--- config.mk ---
export PLATFORM = sky130hd
export DESIGN_NAME = uart_irq_id
export DESIGN_NICKNAME = d
export VERILOG_FILES = /design/src/rtl/uart_irq_pkg.sv /design/src/rtl/uart_irq_thre.sv /design/src/rtl/uart_irq_prio.sv /design/src/rtl/uart_irq_id.sv
export SDC_FILE = /design/constraint.sdc
export NUM_CORES = 1
export LEC_CHECK = 0
export BUFFER_PORTS_ARGS = -buffer_cell sky130_fd_sc_hd__buf_2
export CAP_MARGIN = 0
export CORE_MARGIN = 4
export CORE_UTILIZATION = 33
export CTS_CLUSTER_SIZE = 25
export DETAILED_ROUTE_END_ITERATION = 10
export HOLD_SLACK_MARGIN = 0.05
export PLACE_DENSITY = 0.83
export SLEW_MARGIN = 5
export SYNTH_ARGS = -nofsm -noshare
export SYNTH_HDL_FRONTEND = slang
export SYNTH_SLANG_ARGS = --single-unit
export TNS_END_PERCENT = 1
--- constraint.sdc ---
create_clock -name clk -period 1.1 [get_ports clk]
set_input_delay 0.055 -clock clk [delete_from_list [all_inputs] [get_ports clk]]
set_output_delay 0.055 -clock clk [all_outputs]
set_load 0.02 [all_outputs]
--- src/rtl/uart_irq_pkg.sv ---
package uart_irq_pkg;
  localparam logic [3:0] ID_NONE = 4'h1;
  localparam logic [3:0] ID_LINE = 4'h6;
  localparam logic [3:0] ID_TMO  = 4'hC;
  localparam logic [3:0] ID_RXD  = 4'h4;
  localparam logic [3:0] ID_THR  = 4'h2;
  localparam logic [3:0] ID_MDM  = 4'h0;

  localparam int EN_RXD  = 0;
  localparam int EN_THR  = 1;
  localparam int EN_LINE = 2;
  localparam int EN_MDM  = 3;

  localparam int LS_DR     = 0;
  localparam int LS_ERR_LO = 1;
  localparam int LS_ERR_HI = 4;
endpackage

--- src/rtl/uart_irq_thre.sv ---
module uart_irq_thre (
  input  logic clk,
  input  logic rst,
  input  logic thr_en_i,
  input  logic thr_empty_i,
  input  logic thr_wr_i,
  input  logic iir_rd_i,
  input  logic iir_is_thr_i,
  output logic pend_o
);
  logic en_q;
  logic empty_q;
  logic rd_clr;

  assign rd_clr = iir_rd_i && iir_is_thr_i;

  always_ff @(posedge clk) begin
    if (rst) begin
      pend_o  <= 1'b0;
      en_q    <= 1'b0;
      empty_q <= 1'b1;
    end else begin
      en_q    <= thr_en_i;
      empty_q <= thr_empty_i;
      if (thr_wr_i || rd_clr)
        pend_o <= 1'b0;
      else if (thr_en_i != en_q)
        pend_o <= thr_en_i && thr_empty_i;
      else if (thr_en_i && thr_empty_i && !empty_q)
        pend_o <= 1'b1;
    end
  end


  wr_clears_chk: assert property (@(posedge clk) disable iff (rst)
    thr_wr_i |=> !pend_o);

  rd_clears_chk: assert property (@(posedge clk) disable iff (rst)
    (iir_rd_i && iir_is_thr_i) |=> !pend_o);

  en_resample_chk: assert property (@(posedge clk) disable iff (rst)
    (thr_en_i && !en_q && thr_empty_i && !thr_wr_i && !iir_rd_i) |=> pend_o);

  dis_clears_chk: assert property (@(posedge clk) disable iff (rst)
    (!thr_en_i && en_q) |=> !pend_o);
endmodule

--- src/rtl/uart_irq_prio.sv ---
module uart_irq_prio
  import uart_irq_pkg::*;
#(
  parameter int CNT_W = 5
) (
  input  logic [3:0]       ier_i,
  input  logic [7:0]       lsr_i,
  input  logic             fifo_en_i,
  input  logic [CNT_W-1:0] rx_cnt_i,
  input  logic [CNT_W-1:0] rx_trig_i,
  input  logic             tmo_i,
  input  logic             thr_pend_i,
  input  logic [3:0]       msr_delta_i,
  output logic [3:0]       code_o
);
  localparam int N_ERR = LS_ERR_HI - LS_ERR_LO + 1;

  logic [N_ERR-1:0] err_bits;
  logic             line_act, tmo_act, rxd_act, thr_act, mdm_act;

  for (genvar g = 0; g < N_ERR; g++) begin : g_err
    assign err_bits[g] = lsr_i[LS_ERR_LO + g];
  end

  assign line_act = ier_i[EN_LINE] && (|err_bits);
  assign tmo_act  = ier_i[EN_RXD] && tmo_i;
  assign rxd_act  = ier_i[EN_RXD] && lsr_i[LS_DR] &&
                    (!fifo_en_i || (rx_cnt_i >= rx_trig_i));
  assign thr_act  = ier_i[EN_THR] && thr_pend_i;
  assign mdm_act  = ier_i[EN_MDM] && (|msr_delta_i);

  always_comb begin
    if (line_act)     code_o = ID_LINE;
    else if (tmo_act) code_o = ID_TMO;
    else if (rxd_act) code_o = ID_RXD;
    else if (thr_act) code_o = ID_THR;
    else if (mdm_act) code_o = ID_MDM;
    else              code_o = ID_NONE;
  end
endmodule

--- src/rtl/uart_irq_id.sv ---
module uart_irq_id
  import uart_irq_pkg::*;
#(
  parameter int FIFO_DEPTH = 16,
  parameter int CNT_W      = $clog2(FIFO_DEPTH + 1)
) (
  input  logic             clk,
  input  logic             rst,
  input  logic [3:0]       ier_i,
  input  logic [7:0]       lsr_i,
  input  logic             fifo_en_i,
  input  logic [CNT_W-1:0] rx_cnt_i,
  input  logic [CNT_W-1:0] rx_trig_i,
  input  logic             tmo_i,
  input  logic             thr_empty_i,
  input  logic [3:0]       msr_delta_i,
  input  logic             iir_rd_i,
  input  logic             thr_wr_i,
  output logic [7:0]       iir_o,
  output logic             irq_o
);
  logic       thr_pend;
  logic [3:0] code;

  uart_irq_thre u_thre (
    .clk         (clk),
    .rst         (rst),
    .thr_en_i    (ier_i[EN_THR]),
    .thr_empty_i (thr_empty_i),
    .thr_wr_i    (thr_wr_i),
    .iir_rd_i    (iir_rd_i),
    .iir_is_thr_i(iir_o[3:0] == ID_THR),
    .pend_o      (thr_pend)
  );

  uart_irq_prio #(.CNT_W(CNT_W)) u_prio (
    .ier_i      (ier_i),
    .lsr_i      (lsr_i),
    .fifo_en_i  (fifo_en_i),
    .rx_cnt_i   (rx_cnt_i),
    .rx_trig_i  (rx_trig_i),
    .tmo_i      (tmo_i),
    .thr_pend_i (thr_pend),
    .msr_delta_i(msr_delta_i),
    .code_o     (code)
  );

  always_ff @(posedge clk) begin
    if (rst) begin
      iir_o <= {4'h0, ID_NONE};
      irq_o <= 1'b0;
    end else begin
      iir_o <= {fifo_en_i, fifo_en_i, 2'b00, code};
      irq_o <= (code != ID_NONE);
    end
  end


  line_top_chk: assert property (@(posedge clk) disable iff (rst)
    (ier_i[EN_LINE] && (|lsr_i[LS_ERR_HI:LS_ERR_LO])) |=> (iir_o[3:0] == ID_LINE));

  tmo_gate_chk: assert property (@(posedge clk) disable iff (rst)
    !ier_i[EN_RXD] |=> (iir_o[3:0] != ID_TMO) && (iir_o[3:0] != ID_RXD));

  fifo_bits_chk: assert property (@(posedge clk) disable iff (rst)
    1'b1 |=> (iir_o[7:6] == {2{$past(fifo_en_i)}}) && (iir_o[5:4] == 2'b00));

  irq_agree_chk: assert property (@(posedge clk) disable iff (rst)
    irq_o != iir_o[0]);
endmodule

==> results of run 1 <==
-- layout make-up --
type,instances,area [sq um]
Inverter,7,26.3
Clock buffer,4,26.3
Sequential cell,9,180
Timing Repair Buffer,40,220
Tap cell,15,18.8
Fill cell,124,627
Multi-Input combinational cell,35,284
-- power by group through the flow --
stage	clock [uW]	combinational [uW]	sequential, uW
detailed placement	0	189	361
global placement	0	184	360
global route	266	221	355
CTS	259	200	354
finish	243	198	354
floorplan	0	92.2	378
-- registers in the layout, indices dropped and copies added (netlist names) --
signal          cells
irq_o               1
u_thre.empty_q      1
u_thre.en_q         1
u_thre.pend_o       1
iir_o               5
-- stage by stage --
stage / instances / TNS (ns) / power (uW) / util / worst slack (ns)
after detailed placement: 102 / -0.492 / 550 / 0.499 / -0.172
after global placement: 102 / -0.343 / 543 / 0.499 / -0.119
final: 110 / 0 / 795 / 0.547 / 0.0999
after floorplan: 55 / 0 / 470 / - / 0.0272
after CTS: 110 / 0 / 813 / 0.547 / 0.0991
after global routing: 110 / 0 / 842 / 0.547 / 0.00585
-- cells in the final DEF, fill, tap and decap left out --
cell type       n
nor3b_2         1
ha_1            5
nand2_1         7
xnor2_1         1
o21ai_1         1
clkbuf_1        1
a41o_1          1
o41ai_1         1
a21oi_1         1
a211oi_2        1
o2bb2ai_1       1
a21oi_2         1
dfxtp_1         9
inv_1           7
clkbuf_4        3
a41oi_1         1
conb_1          2
or2_2           1
o41ai_4         1
nor2_1          2
buf_2          36
a32oi_1         1
nor2b_1         3
a31oi_1         1
nor4b_1         1
a2111oi_2       1
dlygate4sd3_1   4
-- how the worst min path moves through the flow --
stage,slack (ns),depth (start not counted),to,startpoint
after floorplan,0.12,1,u_thre.pend_o,thr_wr_i
after global placement,0.23,2,u_thre.pend_o,thr_wr_i
after detailed placement,0.23,2,u_thre.pend_o,thr_wr_i
after CTS,0.07,2,u_thre.en_q,ier_i[1]
after global routing,0.10,3,iir_o[1],ier_i[2]
final,0.08,2,u_thre.en_q,ier_i[1]
-- kinds of logic (layout without fill, tap and decap cells) --
| logic type | Yosys count | count (layout) | synth area share |
|---|---|---|---|
| xor gates and xnor gates | 1 | 1 | 0.0171 |
| other | 1 | 2 | 0.00731 |
| and+or+nand+nor | 15 | 15 | 0.156 |
| adders and majority gates | 5 | 5 | 0.122 |
| AOI/OAI and AO/OA | 12 | 12 | 0.244 |
| buffers and inverters | 11 | 51 | 0.102 |
| DFF | 9 | 9 | 0.351 |
-- timing repair --
action                    in CTS  in global routing
setup buffers                  0                  0
hold buffers                   4                  0
hold endpoints to repair       3                  0
-- routing by layer --
metal | track usage | vias to the layer above
met4 | 0.0663 | 0
met5 | 0 | -
met1 | 0.115 | 224
met3 | 0.0113 | 2
li1 | - | 264
met2 | 0.206 | 35
==> results.py, run 1 <==
metrics = {
    "setup_path": {
        "path_class": "input port to flop",
        "critical_path.top_delay_family": "compound AO/OA/AOI/OAI gates",
        "reg2reg_depth": 3,
        "startpoint": "rx_cnt_i[2]",
        "endpoint": "irq_o",
        "critPathBufInv": 1,
        "cp_slowest_stage_delay_ns": 0.31,
        "rrSetupSlack_ns": 0.12,
        "worstReg2RegStart": "u_thre.en_q",
        "cp.required_ns": 1.21,
        "critPathCaptureType": "flop",
        "cp.arrival_ns": 1.11,
        "critPathSlowestCell": "ha_1",
        "start_kind": "input port",
        "path_cells": "buf_2 -> ha_1 -> a21oi_2 -> o21ai_1 -> a211oi_2 -> a41oi_1",
        "critPathMaxFanout": 4,
        "worst-path-stages": 6,
        "r2r_end": "u_thre.pend_o",
    },
    "placed_design": {
        "io_buffer_count": 36,
        "dpl.hpwl_microns": 1030,
        "gp_routability_congestion": 0.712,
        "place_area_sq_um": 689,
    },
    "grt": {
        "grt_use_total": 0.110,
        "grt_max_degree": 11,
        "overflow": 0,
        "antenna_found_initial": 0,
        "grt_first_pass_wirelength_microns": 1770,
        "grt_pass1_vias": 493,
    },
    "yosys": {
        "synthFlopType": "dfxtp_1",
        "avgSynthCellArea_sq_um": 9.50,
        "yosysWarnings": 0,
        "synth_cell_types": 25,
        "yosys.area.top_type_share": 0.351,
        "yosysMostFrequentCell": "dfxtp_1",
        "ys_top_cells_by_count": "dfxtp_1 (9), inv_1 (7), nand2_1 (7)",
        "synth_largest_area_cell": "dfxtp_1",
        "synthTopCellsByArea": "dfxtp_1 (35%), ha_1 (12%), o41ai_4 (5.4%)",
        "ys_ff_latch": 9,
        "synthArstFlopShare": 0,
        "syn-cell-area_sq_um": 513,
        "synth_cells": 54,
        "synth_edf_count": 0,
        "seq_area_frac_synth": 0.351,
    },
    "power_and_ir_drop": {
        "p_leak_uw": 0.000396,
        "power_switching_uw": 213,
        "clockPowerShare": 0.306,
        "power.density_mw_per_mm2": 1050,
        "p_int_uw": 582,
        "p_seq_frac": 0.445,
        "p_sw_frac": 0.268,
        "comb_power_share": 0.249,
        "peakVddDrop_mv": 0.331,
    },
    "routing": {
        "routed.top_layer": "met4",
        "drtAntennaViolNets": 0,
        "drc_errors": 0,
        "routed-wl-met2_microns": 505,
        "wl_met3_microns": 179,
        "wl_per_cell_microns": 10.4,
        "num_vias": 525,
        "wl_met1_microns": 449,
        "wl_microns": 1150,
        "drt_iter0_markers": 0,
        "first_pass_iters": 1,
        "via_per_inst": 4.77,
    },
    "job": {
        "cap_violations": 0,
    },
    "clock_network": {
        "clk_pin_slew_ns": 0.06,
        "clk_path_buf_depth": 2,
        "clk_latency_ns": 0.25,
        "post_cts_resized": 0,
        "numCtsBuffers": 3,
        "cts_tree": "done",
        "clock-root-buffer": "clkbuf_4",
        "clock-sinks": 9,
        "htreeDepth": 1,
    },
    "sta": {
        "slew_violations": 0,
        "setup_viol": 0,
        "rsz0062_at_grt": "no",
        "whs_ns": 0.0777,
        "finClkSkew_ns": 0.00194,
        "fmax_mhz": 1000,
        "fin_crit_sh": 0.909,
        "finalHoldViolations": 0,
        "period_minus_slack_ns": 1.00,
    },
    "floorplanning": {
        "start_util": 0.371,
        "pin_count": 42,
        "dieArea_sq_mm": 0.00225,
        "row_count": 13,
        "chipWidth_microns": 47.4,
        "core_region_area_sq_mm": 0.00138,
        "die_height_microns": 47.4,
    },
    "final_layout": {
        "antennaDiodeCount": 0,
        "finish.net_count": 134,
        "postLayoutCellArea_sq_um": 756,
        "drive_gt1_frac": 0.474,
        "area.growth.synth_to_final_pct": 47.3,
    },
    "status": {
        "outcome": "finished clean",
    },
    "worst_hold_path": {
        "hp-class": "input port to flop",
    },
}
Power figures use the tool's default switching activity.
==> run 2: changes to the inputs <==
--- a/config.mk
+++ b/config.mk
@@ -8,13 +8,14 @@
 export BUFFER_PORTS_ARGS = -buffer_cell sky130_fd_sc_hd__buf_2
 export CAP_MARGIN = 0
 export CORE_MARGIN = 4
-export CORE_UTILIZATION = 33
+export CORE_UTILIZATION = 37
 export CTS_CLUSTER_SIZE = 25
 export DETAILED_ROUTE_END_ITERATION = 10
 export HOLD_SLACK_MARGIN = 0.05
-export PLACE_DENSITY = 0.83
+export PLACE_DENSITY = 0.86
 export SLEW_MARGIN = 5
 export SYNTH_ARGS = -nofsm -noshare
 export SYNTH_HDL_FRONTEND = slang
+export SYNTH_HIERARCHICAL = 1
 export SYNTH_SLANG_ARGS = --single-unit
 export TNS_END_PERCENT = 1
==> constraint.sdc (replaced) <==
create_clock -name clk -period 1.12 [get_ports clk]
set_input_delay 0.056 -clock clk [delete_from_list [all_inputs] [get_ports clk]]
set_output_delay 0.056 -clock clk [all_outputs]
set_load 0.02 [all_outputs]
==> results.py, run 2 <==
metrics = {
    "floorplanning": {
        "core_region_area_sq_mm": 0.00133,
        "start_util": 0.407,
        "die_height_microns": 46.3,
        "row_count": 13,
        "pin_count": 42,
        "chipWidth_microns": 46.3,
        "dieArea_sq_mm": 0.00214,
    },
    "yosys": {
        "ys_ff_latch": 9,
        "synthTopCellsByArea": "dfxtp_1 (33%), ha_1 (12%), nor2b_1 (6.9%)",
        "avgSynthCellArea_sq_um": 9.70,
        "synth_cells": 56,
        "yosysWarnings": 6,
        "syn-cell-area_sq_um": 543,
        "synth_edf_count": 0,
        "synthFlopType": "dfxtp_1",
        "seq_area_frac_synth": 0.332,
        "ys_top_cells_by_count": "dfxtp_1 (9), inv_1 (7), nand2_1 (6), nor2b_1 (6), ha_1 (5)",
        "synth_cell_types": 25,
        "synth_largest_area_cell": "dfxtp_1",
        "yosys.area.top_type_share": 0.332,
        "yosysMostFrequentCell": "dfxtp_1",
        "synthArstFlopShare": 0,
    },
    "setup_path": {
        "cp.required_ns": 1.26,
        "path_cells": "buf_8 -> inv_12 -> ha_4 -> and3_4 -> a311oi_4 -> and4_1 -> nor4b_2 -> nor2_1",
        "cp.arrival_ns": 1.34,
        "critPathMaxFanout": 3,
        "critPathCaptureType": "flop",
        "rrSetupSlack_ns": 0.18,
        "start_kind": "input port",
        "critPathSlowestCell": "a311oi_4",
        "cp_slowest_stage_delay_ns": 0.28,
        "path_class": "input port to flop",
    },
    "routing": {
        "first_pass_iters": 2,
        "drtAntennaViolNets": 0,
        "wl_per_cell_microns": 11.2,
        "via_per_inst": 4.65,
        "num_vias": 530,
        "drt_iter0_markers": 2,
        "wl_microns": 1280,
        "drc_errors": 0,
    },
    "clock_network": {
        "clock-sinks": 9,
        "clk_path_buf_depth": 2,
        "htreeDepth": 1,
        "cts_setup_buffers": 0,
        "clk_latency_ns": 0.25,
        "clock-root-buffer": "clkbuf_4",
        "cts_tree": "done",
        "clk_pin_slew_ns": 0.06,
        "numCtsBuffers": 3,
    },
    "placed_design": {
        "io_buffer_count": 36,
        "gp_routability_congestion": 0.696,
        "dpl.hpwl_microns": 1110,
        "dp_slack_ns": -0.484,
    },
    "grt": {
        "grt_first_pass_wirelength_microns": 2040,
        "grt_max_degree": 10,
        "overflow": 0,
        "grt_use_total": 0.135,
        "grt_pass1_vias": 532,
        "antenna_found_initial": 0,
    },
    "final_layout": {
        "drive_gt1_frac": 0.646,
        "regMostFlops": "iir_o",
        "antennaDiodeCount": 0,
        "largest_reg_flops": 5,
        "final_common_cell": "buf_2",
        "finish.net_count": 138,
        "area.growth.synth_to_final_pct": 69.8,
        "final_cell_mix": "buf_2 (34), dfxtp_1 (9), nor2b_1 (5), nand2_1 (5), ha_4 (4)",
    },
    "sta": {
        "fmax_mhz": 840,
        "finalHoldViolations": 0,
        "rsz0062_at_grt": "yes",
        "setup_viol": 1,
        "fin_crit_sh": 1.06,
        "finClkSkew_ns": 0.00224,
        "setup_ws_ns": -0.0709,
        "period_minus_slack_ns": 1.19,
        "whs_ns": 0.0876,
        "slew_violations": 0,
    },
    "worst_hold_path": {
        "hp-class": "input port to flop",
    },
    "power_and_ir_drop": {
        "p_leak_uw": 0.000430,
        "peakVddDrop_mv": 0.412,
        "power.density_mw_per_mm2": 919,
    },
    "status": {
        "violations": "negative setup slack",
        "outcome": "finished, violations left",
    },
    "job": {
        "cap_violations": 0,
    },
}
==> run 2: path summary, 6_finish.rpt <==
kind,start,endpoint,cells past startpoint
max,rx_trig_i[3],irq_o,8
min,ier_i[1],u_thre/en_q,2
max reg2reg,u_thre/pend_o,irq_o,4
min reg2reg,u_thre/pend_o,u_thre/pend_o,2
==> run 2: per-layer routing <==
layer	track usage	wire length (microns)
met2	0.253	687
met3	0.0352	111
met1	0.139	478
met4	0.0511	0
met5	0	0
==> run 2: area by class of cell <==
cell class              count  area [sq um]
inverters                   7          41.3
clock inverters             1          5.00
multi-input cells          38           413
flip-flops and latches      9           180
well taps                  15          18.8
repair buffers             41           241
clock buffers               3          22.5
fillers                   115           412
==> run 2: timing repair <==
item,in CTS,in global routing
hold buffers,3,0
resized for setup,14,0
pin swaps,9,0
setup endpoints to repair,2,1
hold endpoints to repair,2,0
==> run 2: worst max-delay path, delay by kind of cell <==
kind                     cells  cell delay (ns)
AND/OR/NAND/NOR              4             0.66
AO/OA/AOI/OAI                1             0.28
adder cells (fa/ha/maj)      1             0.22
buffers and inverters        2             0.12
==> run 2: logic make-up (layout without fill, tap and decap cells) <==
logic type / count (synthesis) / after routing / synth area share
AOI/OAI and AO/OA: 9 / 9 / 0.191
xor gates and xnor gates: 1 / 1 / 0.0161
adders and majority gates: 5 / 5 / 0.115
buffers and inverters: 10 / 52 / 0.0899
DFF: 9 / 9 / 0.332
other: 1 / 2 / 0.00691
and+or+nand+nor: 21 / 21 / 0.249
==> run 2: power breakdown <==
group | internal (uW) | switching, uW
registers | 338 | 8.68
logic | 136 | 127
clock network | 131 | 107
total | 606 | 242
==> run 2: per-stage QoR <==
step                       util  setup TNS (ns)  total power [uW]  cell area, sq um  std cells
after global placement    0.595           -1.05               566               793        107
after detailed placement  0.595           -1.30               576               793        107
after floorplan               -          -0.273               477               602         57
final                     0.691         -0.0709               847               922        114
after CTS                 0.691         -0.0729               866               922        114
after global routing      0.691          -0.173               911               922        114
